## src/rtl/bool_eqn_pkg.sv

```systemverilog
package bool_eqn_pkg;

  localparam int TOK_W    = 16;
  localparam int ARG_W    = 12;
  localparam int GATE_MAX = 16;
  localparam int FANIN_W  = $clog2(GATE_MAX + 1);

  typedef enum logic [3:0] {
    OP_END    = 4'd0,
    OP_IN     = 4'd1,
    OP_VO     = 4'd2,
    OP_AND    = 4'd3,
    OP_OR     = 4'd4,
    OP_NOT    = 4'd5,
    OP_LATCH  = 4'd6,
    OP_ASSIGN = 4'd7
  } op_e;

  // Combine the n topmost stack bits; win[0] is the top of stack.
  function automatic logic gate_eval(input logic [GATE_MAX-1:0] win,
                                     input logic [FANIN_W-1:0]  n,
                                     input logic                is_or);
    logic acc;
    acc = !is_or;
    for (int k = 0; k < GATE_MAX; k++) begin
      if (k < int'(n)) acc = is_or ? (acc | win[k]) : (acc & win[k]);
    end
    return acc;
  endfunction

  // Reset-dominant latch update.
  function automatic logic latch_next(input logic set_b, input logic rst_b,
                                      input logic q);
    return !rst_b && (set_b || q);
  endfunction

endpackage

```

## src/rtl/eqn_token_mem.sv

```systemverilog
module eqn_token_mem #(
  parameter int DEPTH = 64,
  parameter int WIDTH = 16,
  localparam int AW = $clog2(DEPTH)
) (
  input  logic             clk,
  input  logic             rst_n,
  input  logic             we,
  input  logic [AW-1:0]    waddr,
  input  logic [WIDTH-1:0] wdata,
  input  logic [AW-1:0]    raddr,
  output logic [WIDTH-1:0] rdata
);

  logic [WIDTH-1:0] mem [DEPTH];

  always_ff @(posedge clk) begin
    if (!rst_n) begin
      for (int i = 0; i < DEPTH; i++) mem[i] <= '0;
    end else if (we) begin
      mem[waddr] <= wdata;
    end
  end

  assign rdata = mem[raddr];

endmodule

```

## src/rtl/eqn_stack.sv

```systemverilog
module eqn_stack #(
  parameter int DEPTH = 32,
  parameter int WIN   = 16,
  localparam int SP_W  = $clog2(DEPTH + 1),
  localparam int IX_W  = $clog2(DEPTH),
  localparam int POP_W = $clog2(WIN + 1)
) (
  input  logic             clk,
  input  logic             rst_n,
  input  logic             clr,
  input  logic [POP_W-1:0] pop_n,
  input  logic             push,
  input  logic             push_bit,
  output logic [SP_W-1:0]  sp,
  output logic [WIN-1:0]   win
);

  logic [DEPTH-1:0] ent;
  logic [SP_W-1:0]  wr_pos;
  logic [SP_W-1:0]  sp_nxt;

  assign wr_pos = sp - SP_W'(pop_n);
  assign sp_nxt = wr_pos + SP_W'(push);

  // win[k] is the entry k places below the top; zero past the bottom.
  always_comb begin
    for (int k = 0; k < WIN; k++) begin
      if (int'(sp) - 1 - k >= 0) win[k] = ent[IX_W'(int'(sp) - 1 - k)];
      else                       win[k] = 1'b0;
    end
  end

  always_ff @(posedge clk) begin
    if (!rst_n) begin
      sp  <= '0;
      ent <= '0;
    end else if (clr) begin
      sp <= '0;
    end else begin
      if (push && (int'(wr_pos) < DEPTH)) ent[wr_pos[IX_W-1:0]] <= push_bit;
      sp <= sp_nxt;
    end
  end

  // the controller never pops below the bottom
  assert_no_underflow_R8: assert property (@(posedge clk) disable iff (!rst_n)
    (!clr && pop_n != '0) |-> (int'(pop_n) <= int'(sp)));

  // the controller never pushes past the top
  assert_no_overflow_R8: assert property (@(posedge clk) disable iff (!rst_n)
    !clr |-> (int'(sp) - int'(pop_n) + int'(push) <= DEPTH));

endmodule

```

## src/rtl/bool_eqn_engine.sv

```systemverilog
module bool_eqn_engine
  import bool_eqn_pkg::*;
#(
  parameter int PROG_DEPTH  = 64,
  parameter int NUM_IN      = 32,
  parameter int NUM_VO      = 96,
  parameter int NUM_LATCH   = 16,
  parameter int STACK_DEPTH = 32,
  localparam int PA_W = $clog2(PROG_DEPTH)
) (
  input  logic              clk,
  input  logic              rst_n,
  input  logic              tok_we,
  input  logic [PA_W-1:0]   tok_waddr,
  input  logic [TOK_W-1:0]  tok_wdata,
  input  logic              recompile,
  input  logic [NUM_IN-1:0] in_bits,
  input  logic              scan_start,
  output logic [NUM_VO-1:0] vo_out,
  output logic              scan_done,
  output logic              scan_err
);

  localparam int SP_W    = $clog2(STACK_DEPTH + 1);
  localparam int IN_IX_W = $clog2(NUM_IN);
  localparam int VO_IX_W = $clog2(NUM_VO);
  localparam int LT_IX_W = $clog2(NUM_LATCH);
  localparam logic [ARG_W-1:0] A_NUM_IN = ARG_W'(NUM_IN);
  localparam logic [ARG_W-1:0] A_NUM_VO = ARG_W'(NUM_VO);
  localparam logic [ARG_W-1:0] A_NUM_LT = ARG_W'(NUM_LATCH);
  localparam logic [ARG_W-1:0] A_GMAX   = ARG_W'(GATE_MAX);

  typedef enum logic {S_IDLE, S_RUN} st_e;

  st_e                st;
  logic [PA_W-1:0]    pc;
  logic [TOK_W-1:0]   tok;
  logic [3:0]         op;
  logic [ARG_W-1:0]   arg;
  logic [NUM_VO-1:0]  vo_q, work, used;
  logic [NUM_LATCH-1:0] lat_q, lat_w;
  logic               done_q, err_q;

  logic [SP_W-1:0]     sp;
  logic [GATE_MAX-1:0] win;
  logic [ARG_W-1:0]    sp_a;

  // decode results
  logic               fault, finish, push, push_bit, vo_wr, lat_wr, q_new;
  logic [FANIN_W-1:0] pop_n;
  logic               vo_ok, sp_full, last_tok;
  logic [VO_IX_W-1:0] vo_ix;
  logic [LT_IX_W-1:0] lat_ix;

  // named internal events
  logic recompile_evt, start_evt, running, abort_evt, step_evt, commit_evt;
  logic vo_wr_evt, lat_wr_evt;

  eqn_token_mem #(.DEPTH(PROG_DEPTH), .WIDTH(TOK_W)) u_mem (
    .clk(clk), .rst_n(rst_n), .we(tok_we), .waddr(tok_waddr),
    .wdata(tok_wdata), .raddr(pc), .rdata(tok)
  );

  logic [FANIN_W-1:0] stk_pop;
  logic               stk_push;

  eqn_stack #(.DEPTH(STACK_DEPTH), .WIN(GATE_MAX)) u_stack (
    .clk(clk), .rst_n(rst_n), .clr(start_evt), .pop_n(stk_pop),
    .push(stk_push), .push_bit(push_bit), .sp(sp), .win(win)
  );

  assign op      = tok[TOK_W-1 -: 4];
  assign arg     = tok[ARG_W-1:0];
  assign sp_a    = ARG_W'(sp);
  assign vo_ok   = (arg != '0) && (arg <= A_NUM_VO);
  assign vo_ix   = VO_IX_W'(arg - ARG_W'(1));
  assign lat_ix  = arg[LT_IX_W-1:0];
  assign sp_full = (int'(sp) == STACK_DEPTH);
  assign last_tok = (int'(pc) == PROG_DEPTH - 1);

  always_comb begin
    fault = 1'b0; finish = 1'b0; push = 1'b0; push_bit = 1'b0;
    vo_wr = 1'b0; lat_wr = 1'b0; pop_n = '0;
    q_new = latch_next(win[1], win[0], lat_w[lat_ix]);
    case (op)
      OP_END: begin
        if (sp != '0) fault = 1'b1;
        else          finish = 1'b1;
      end
      OP_IN: begin
        if (arg >= A_NUM_IN || sp_full) fault = 1'b1;
        else begin push = 1'b1; push_bit = in_bits[arg[IN_IX_W-1:0]]; end
      end
      OP_VO: begin
        if (!vo_ok || sp_full) fault = 1'b1;
        else begin push = 1'b1; push_bit = work[vo_ix]; end
      end
      OP_AND, OP_OR: begin
        if (arg == '0 || arg > A_GMAX || arg > sp_a) fault = 1'b1;
        else begin
          pop_n    = FANIN_W'(arg);
          push     = 1'b1;
          push_bit = gate_eval(win, FANIN_W'(arg), op == OP_OR);
        end
      end
      OP_NOT: begin
        if (sp == '0) fault = 1'b1;
        else begin pop_n = FANIN_W'(1); push = 1'b1; push_bit = !win[0]; end
      end
      OP_LATCH: begin
        if (arg >= A_NUM_LT || int'(sp) < 2) fault = 1'b1;
        else begin
          pop_n = FANIN_W'(2); push = 1'b1; push_bit = q_new; lat_wr = 1'b1;
        end
      end
      OP_ASSIGN: begin
        if (!vo_ok || int'(sp) != 1 || used[vo_ix]) fault = 1'b1;
        else begin pop_n = FANIN_W'(1); vo_wr = 1'b1; end
      end
      default: fault = 1'b1;
    endcase
  end

  assign recompile_evt = tok_we || recompile;
  assign start_evt  = scan_start && (st == S_IDLE) && !recompile_evt;
  assign running    = (st == S_RUN) && !recompile_evt;
  assign abort_evt  = running && (fault || (last_tok && !finish));
  assign commit_evt = running && !fault && finish;
  assign step_evt   = running && !abort_evt && !finish;
  assign vo_wr_evt  = step_evt && vo_wr;
  assign lat_wr_evt = step_evt && lat_wr;
  assign stk_pop    = step_evt ? pop_n : '0;
  assign stk_push   = step_evt && push;

  always_ff @(posedge clk) begin
    if (!rst_n) begin
      st <= S_IDLE; pc <= '0; vo_q <= '0; work <= '0; used <= '0;
      lat_q <= '0; lat_w <= '0; done_q <= 1'b0; err_q <= 1'b0;
    end else begin
      done_q <= 1'b0;
      if (recompile_evt) begin
        lat_q <= '0;
        st    <= S_IDLE;
      end else if (start_evt) begin
        st <= S_RUN; pc <= '0; work <= vo_q; used <= '0;
        lat_w <= lat_q; err_q <= 1'b0;
      end else if (abort_evt) begin
        st <= S_IDLE; done_q <= 1'b1; err_q <= 1'b1;
      end else if (commit_evt) begin
        st <= S_IDLE; done_q <= 1'b1; vo_q <= work; lat_q <= lat_w;
      end else if (step_evt) begin
        pc <= pc + PA_W'(1);
        if (vo_wr_evt) begin
          work[vo_ix] <= win[0];
          used[vo_ix] <= 1'b1;
        end
        if (lat_wr_evt) lat_w[lat_ix] <= q_new;
      end
    end
  end

  assign vo_out    = vo_q;
  assign scan_done = done_q;
  assign scan_err  = err_q;

  // done lasts exactly one cycle
  assert_done_pulse_R12: assert property (@(posedge clk) disable iff (!rst_n)
    scan_done |=> !scan_done);

  // an aborted scan publishes nothing
  assert_vo_hold_on_err_R11: assert property (@(posedge clk) disable iff (!rst_n)
    (scan_done && scan_err) |-> $stable(vo_out));

  // the error flag only rises together with done
  assert_err_with_done_R11: assert property (@(posedge clk) disable iff (!rst_n)
    $rose(scan_err) |-> scan_done);

  // a recompile leaves every latch clear
  assert_latch_clear_R5: assert property (@(posedge clk) disable iff (!rst_n)
    recompile_evt |=> (lat_q == '0));

  // a written virtual output is marked as taken for the rest of the scan
  assert_assign_once_R7: assert property (@(posedge clk) disable iff (!rst_n)
    vo_wr_evt |=> used[$past(vo_ix)]);

  // the program counter advances by one per processed token
  assert_one_token_R12: assert property (@(posedge clk) disable iff (!rst_n)
    step_evt |=> (pc == $past(pc) + PA_W'(1)));

endmodule

```

## config.mk

```make
export PLATFORM = sky130hd
export DESIGN_NAME = bool_eqn_engine
export DESIGN_NICKNAME = d
export VERILOG_FILES = /design/src/rtl/bool_eqn_pkg.sv /design/src/rtl/eqn_token_mem.sv /design/src/rtl/eqn_stack.sv /design/src/rtl/bool_eqn_engine.sv
export SDC_FILE = /design/constraint.sdc
export NUM_CORES = 2
export LEC_CHECK = 0
export BUFFER_PORTS_ARGS = -buffer_cell sky130_fd_sc_hd__buf_2
export CAP_MARGIN = 0
export CORE_MARGIN = 10
export CORE_UTILIZATION = 30
export DETAILED_ROUTE_END_ITERATION = 7
export GPL_TIMING_DRIVEN = 0
export HOLD_SLACK_MARGIN = 0.12
export PLACE_DENSITY = 0.49
export SLEW_MARGIN = 20
export SYNTH_ARGS = -nofsm -noshare
export SYNTH_HDL_FRONTEND = slang
export SYNTH_SLANG_ARGS = --single-unit
```

## constraint.sdc

```tcl
create_clock -name clk -period 7.8 [get_ports clk]
set_input_delay 0.39 -clock clk [delete_from_list [all_inputs] [get_ports clk]]
set_output_delay 0.39 -clock clk [all_outputs]
set_load 0.005 [all_outputs]
```

# --- Yosys cells after proc, flatten, opt, wreduce, memory -nomap -nowiden ---
# Memory sizes are Yosys's and may differ from the RTL's. A register that Yosys moved wholly into a read port is not among the register bits.
# Cells that the tools add are included.
totals:
  ff_bits: 367
  ram_bits: 1024
  input_bits: 59
  out_inout_bits: 98
  wordCells: 410
  n_memories: 1
op_classes:
  add_sub_neg: 20
  order_cmp: 62
  n_eq_ne: 12
  muxes: 209
  n_bitwise: 38
  reduce_logical: 57
mem_list:
  columns: ["memory", "depth", "word_bits", "rd", "rd_clocked_by_memory_dff", "write_ports", "line_no", "text"]
  rows:
  - ["u_mem.mem", 64, 16, 1, 1, 64, "eqn_token_mem.sv:15", "logic [WIDTH-1:0] mem [DEPTH];"]
ops:
  columns: ["op", "count"]
  rows:
  - ["96-bit two-way mux", 10]
  - ["32-bit by 1-bit greater-or-equal comparator with 1-bit output (second input constant)", 16]
  - ["32-bit by 5-bit subtractor with 32-bit output (second input constant)", 8]
  - ["1-bit two-way mux", 153]
  - ["32-bit by 4-bit subtractor with 32-bit output (second input constant)", 4]
  - ["5-bit by 7-bit < comparator with 1-bit output (second input constant)", 16]
  - ["96-bit bitwise mux", 1]
  - ["16-bit two-way mux", 6]
  - ["96-bit OR", 1]
  - ["1-bit binary-select mux with 5-bit select", 17]
  - ["32-bit by 3-bit subtractor with 32-bit output (second input constant)", 2]
  - ["6-bit two-way mux", 7]
  - ["4-bit by 5-bit < comparator with 1-bit output (first input constant)", 8]
  - ["32-bit bitwise mux", 1]
  - ["32-bit by 2-bit subtractor with 32-bit output (second input constant)", 1]
  - ["3-bit by 5-bit < comparator with 1-bit output (first input constant)", 4]
  - ["5-bit one-hot mux with 4 select lines", 1]
  - ["1-bit logical AND", 18]
  - ["1-bit bitwise AND", 16]
  - ["16-bit bitwise mux", 1]
  - ["4-bit by 3-bit == test with 1-bit output (second input constant)", 4]
  - ["1-bit OR", 16]
  - ["16-bit OR reduction", 1]
  - ["1-bit binary-select mux with 7-bit select", 2]
  - ["50 further kinds", 84]

# --- Depth between registers and ports, before layout ---
logic_depth:
  ltp_word: 86
  depth_mapped: 43
  mapped_depth_nobuf: 33

# --- Modules after synthesis ---
# From an unflattened synthesis, not the netlist that was laid out.
unflattened:
  cells_unflattened: 5631
  hier_area_um2: 67504.7
modules_own_cells:
  columns: ["mod", "instances", "cells_each", "area_each_um2", "seq_area_each_um2"]
  rows:
  - ["eqn_token_mem", 1, 3101, 47181.5, 30749.5]
  - ["bool_eqn_engine", 1, 2010, 15772.6, 6586.3]
  - ["eqn_stack", 1, 520, 4550.6, 760.7]

# --- Worst setup path after synthesis ---
# Ideal clock, no wire load.
synth_path:
  kind: "register -> register"
  start: "register with a tool-made name"
  end: "register u_stack.ent[13]"
  setup_ns: 0.070
  arrival_time_ns: 7.958
  t_required_ns: 7.730
  setup_slack_ns: -0.228
  path_stages_with_launch: 41
  n_path_buf: 12
  period_less_slack_ns: 8.028
  cell_sequence: "dfxtp_1 -> buf_6 -> buf_6 -> buf_6 -> mux4_2 -> mux2i_1 -> a221oi_1 -> a22oi_2 -> buf_4 -> buf_2 -> buf_2 -> buf_1 -> buf_1 -> ha_1 -> clkbuf_1 -> clkinv_1 -> clkbuf_1 -> nor2_1 -> [5 not listed] -> a31o_2 -> clkbuf_1 -> nand3_1 -> a21o_1 -> ha_1 -> nor2b_1 -> o21ai_0 -> nand2b_1 -> a21o_1 -> a21oi_1 -> xnor2_1 -> nand2_1 -> a31oi_1 -> nand3_2 -> buf_2 -> nor3_1 -> o21ai_1 -> a21oi_1"
synth_lines:
  columns: ["item", "line_no", "text"]
  rows:
  - ["end: declaration", "eqn_stack.sv:18", "logic [DEPTH-1:0] ent;"]

==> summary.txt <==
Run status
  • Status: complete, no violations

Hold path
  • Hold WC Path Type: input pin to flip-flop
  • Hold Startpoint: tok_wdata[6]

Synthesis
  • Xor-xnor portion of the synthesized cell area: less than 1%
  • Post-synth cell types: between 100 and 150
  • Synth Area in Simple Gates: around 17%
  • Adder-Cell Fraction of Synth Area: less than 1%
  • Compound-Gate Fraction of Synth Area: about a tenth
  • Prevailing post-synth register cell: edfxtp_1
  • Largest family of logic cells by synthesized area: simple AND/OR/NAND/NOR gates
  • Post-synthesis mux area share: 10.4%
  • Yosys top cell area share: around 46%
  • Synthesis warning total: 0
  • Post-synthesis cell count: between 5000 and 6000
  • Top cells by area, synth: edfxtp_1 46%, dfxtp_1 11%, and2_1 9.7%, mux4_2 7.3%, nand2_1 2.4%
  • Post-synthesis sequential area ratio: roughly 57%
  • Syn nets: about 5800
  • Post-synth EDFFs: between 1000 and 1500
  • Yosys top cell by area: edfxtp_1
  • Register bit count reported by yosys: around 1400
  • Synth async-reset ratio: 0%
  • Syn avg cell area: around 12 um^2
  • Post-synthesis cell area: 0.0674 mm^2

STA
  • Post-layout min period: about 7.8 ns
  • Max Clock Freq: roughly 0.13 GHz
  • RSZ-0062 raised after global routing: yes
  • Min Hold Slack: 0.247 ns
  • # setup viols final: 0
  • Worst slew pin tran: between 1 and 1.5 ns
  • Final setup skew: ~0.074 ns
  • Period utilisation layout: ~100%
  • Final worst slack: 0.0193 ns
  • Slew headroom: between 10% and 20%
  • Final Max Tran Viols: 0
  • Final Hold Vio Count: 0

Placement
  • RePlAce Congestion: just under 1
  • IO Port Bufs: 137
  • Post-DP HPWL: between 200000 and 250000 um
  • Setup slack after placement: -5.40 ns
  • Dpl cell area: between 0.07 and 0.08 mm^2

Drt
  • Total wire length: between 200000 and 300000 um
  • DRC: 0
  • Drt first pass iters: 6
  • Routed vias/inst: 5.58
  • Via Count: just over 50000
  • Routed length per placed instance: about 31 um
  • ANT nets after route: 0
  • Starting DRT DRC Count: 6491

Critical path
  • Kind of critical path: flip-flop to flip-flop
  • Cell family contributing the most delay on the critical path: compound AO/OA/AOI/OAI gates
  • Worst Path Buf+Inv: 9
  • End point of the critical path: u_stack.ent[9]$_SDFFE_PN0P_
  • Crit. path cell count: 34
  • Worst EP arrival: 8.51 ns
  • Reg-to-reg slack, setup: between 0.015 and 0.02 ns
  • Worst Setup Start Kind: flip-flop
  • R2R cell count: 34
  • RR Endpoint: u_stack.ent[9]$_SDFFE_PN0P_
  • Critical Path RT: 8.53 ns
  • Slowest-stage cell, CP: o31ai_1
  • CP max FO: 10
  • Slowest cell delay on critical path: ~0.85 ns
  • Critical Path Sink Type: flip-flop

Final layout
  • Post-layout util: 36.5%
  • Area grow syn2layout: 20.6%
  • Multi-input logic area: around 0.028 mm^2
  • Seq. cell area: around 0.038 mm^2
  • Final instance area: about 0.081 mm^2
  • Fill count: 21725
  • Final #Nets: about 6300
  • Share of layout cells above drive strength 1: between 10% and 20%

Floorplanning
  • Die Ht: just under 500 um
  • Die Span X: just under 500 um
  • FP Rows: ~170
  • Initial core utilization: 30.2%
  • Core ar.: about 0.22 mm^2
  • IO Pins: approximately 160
  • Die area: 0.244 mm^2

Clocking
  • Buffer depth of the longest clock path: 3
  • CTS clk-pin slew, worst paths: 0.07 ns
  • TritonCTS buffer count: 155
  • Htree depth: 4
  • Clock root buffer: clkbuf_16
  • CTS sink count: 1397
  • CTS tree: built
  • Clk_lat worst skew: around 0.83 ns

Power and ir drop
  • Leakage: around 28 nW
  • Peak VDD IR: roughly 0.00021 V
  • NetSw: around 4.2 mW
  • Clock share of power: a little over two fifths
  • Pwr dens: 207 mW/mm^2
  • Comb power frac: ~6.9%
  • Total design power: about 17 mW
  • Pint: 12.6 mW
  • Sw Ratio: 24.9%
  • Sequential power share: a little under 50%

Job
  • Max-capacitance violation count: 0

Global routing
  • Grt ovf: 0
  • Largest net degree at the start of global routing: 22
  • Total GRT Usage: around 23%
  • First-pass GRT wire length: 395000 um
  • Vias in the first global route: roughly 49000
  • Antenna violations before repair: 20
==> repair_timing <==
item	CTS	global route
endpoints found under the hold margin	1	0
setup buffers	74	61
pin swaps	21	42
hold buffers	1	0
gates cloned	2	3
resized for setup	380	97
endpoints found under the setup margin	341	34
==> how the worst min path moves through the flow <==
| stage | endpoint | cells after the start | slack (ns) |
|---|---|---|---|
| 2_1_floorplan | used[53]$_SDFFE_PN0P_ | 2 | 0.42 |
| 3_3_place_gp | used[48]$_SDFFE_PN0P_ | 2 | 0.44 |
| 3_5_place_dp | used[48]$_SDFFE_PN0P_ | 2 | 0.44 |
| 4_1_cts | u_mem.mem[16][13]$_SDFFCE_PN0P_ | 2 | 0.19 |
| 5_1_grt | u_mem.mem[17][13]$_SDFFCE_PN0P_ | 2 | 0.22 |
| 6_report | u_mem.mem[17][6]$_SDFFCE_PN0P_ | 2 | 0.25 |
==> logic make-up (layout without fill, tap and decap cells) <==
family / after synthesis / after routing
other: 0 / 11
DFF: 1397 / 1397
buffers and inverters: 571 / 1194
xor gates and xnor gates: 38 / 38
AOI/OAI and AO/OA: 1053 / 1053
and+or+nand+nor: 2166 / 2166
muxes: 422 / 422
adders and majority gates: 49 / 49
==> power groups by stage <==
stage / Combinational [mW] / Sequential (mW) / Clock (mW)
final: 1.16 / 8.37 / 7.30
after global routing: 1.20 / 8.39 / 7.63
after CTS: 1.12 / 8.36 / 7.36
after detailed placement: 1.08 / 8.52 / 0
after global placement: 1.00 / 8.53 / 0
after floorplan: 0.545 / 8.49 / 0
==> through the flow <==
step | std cells | TNS, ns
after floorplan | 5696 | 0
after global placement | 8808 | -868.20
after detailed placement | 8877 | -858.34
after CTS | 9234 | 0
after global routing | 9296 | -0.582
final | 9305 | 0
==> area by class of cell <==
class                   count  share of cell area, %
flip-flops and latches   1397                   47.0
multi-input cells        3728                   34.4
clock buffers             213                   5.23
well taps                2975                   4.58
plain buffers             493                   3.87
repair buffers            346                   3.61
clock inverters            72                  0.838
inverters                  70                  0.371
diodes                     11                 0.0339
==> metal layers <==
| layer | share of wire, % | GRT usage [%] | up-vias | routed length (um) |
|---|---|---|---|---|
| met5 | 0.055 | 0 | - | 158 |
| met4 | 4.7 | 9.53 | 10 | 13400 |
| met3 | 9.8 | 5.22 | 528 | 28100 |
| met2 | 43 | 33.7 | 2829 | 124000 |
| met1 | 42 | 31.2 | 26511 | 121000 |
| li1 | - | - | 22021 | - |
==> registers in the layout (all words and copies together) (netlist names), named ones only <==
signal,cells
scan_done,1
st,1
scan_err,1
u_mem.mem,1024
vo_out,96
lat_w,16
lat_q,16
u_stack.ent,32
u_stack.sp,6
pc,6
work,96
used,96
==> synth_stat cells (25+ instances only) <==
library cell / instances
a211oi_1: 118
a21oi_1: 275
a22o_1: 30
a22oi_1: 45
a311oi_1: 69
and2_1: 1042
and3_1: 28
buf_1: 34
buf_2: 59
clkbuf_1: 375
dfxtp_1: 373
edfxtp_1: 1024
ha_1: 47
inv_1: 54
mux2_2: 49
mux2i_1: 154
mux4_2: 219
nand2_1: 432
nand3_1: 60
nor2_1: 266
nor2b_1: 27
nor3_1: 149
nor4_1: 45
o21a_1: 28
o21ai_0: 221
o221ai_1: 33
xnor2_1: 25
==> cells in the final DEF, fill, tap and decap left out, drive strengths merged, types with 19 or more instances in the layout <==
cell / n
a32oi: 19
edfxtp: 1024
a22oi: 46
o221ai: 33
and3: 28
a311oi: 69
clkinv: 65
or3: 19
a211oi: 124
o21a: 28
xnor2: 25
a31oi: 25
mux2: 49
dfxtp: 373
o21ai: 244
and2: 1043
nor2: 267
inv: 67
mux2i: 154
nand3: 64
a21oi: 276
nand2: 432
nor4: 46
ha: 47
buf: 465
clkbuf: 585
o22ai: 24
nor2b: 27
a22o: 30
mux4: 219
nor3: 155
Power figures use the tool's default switching activity.
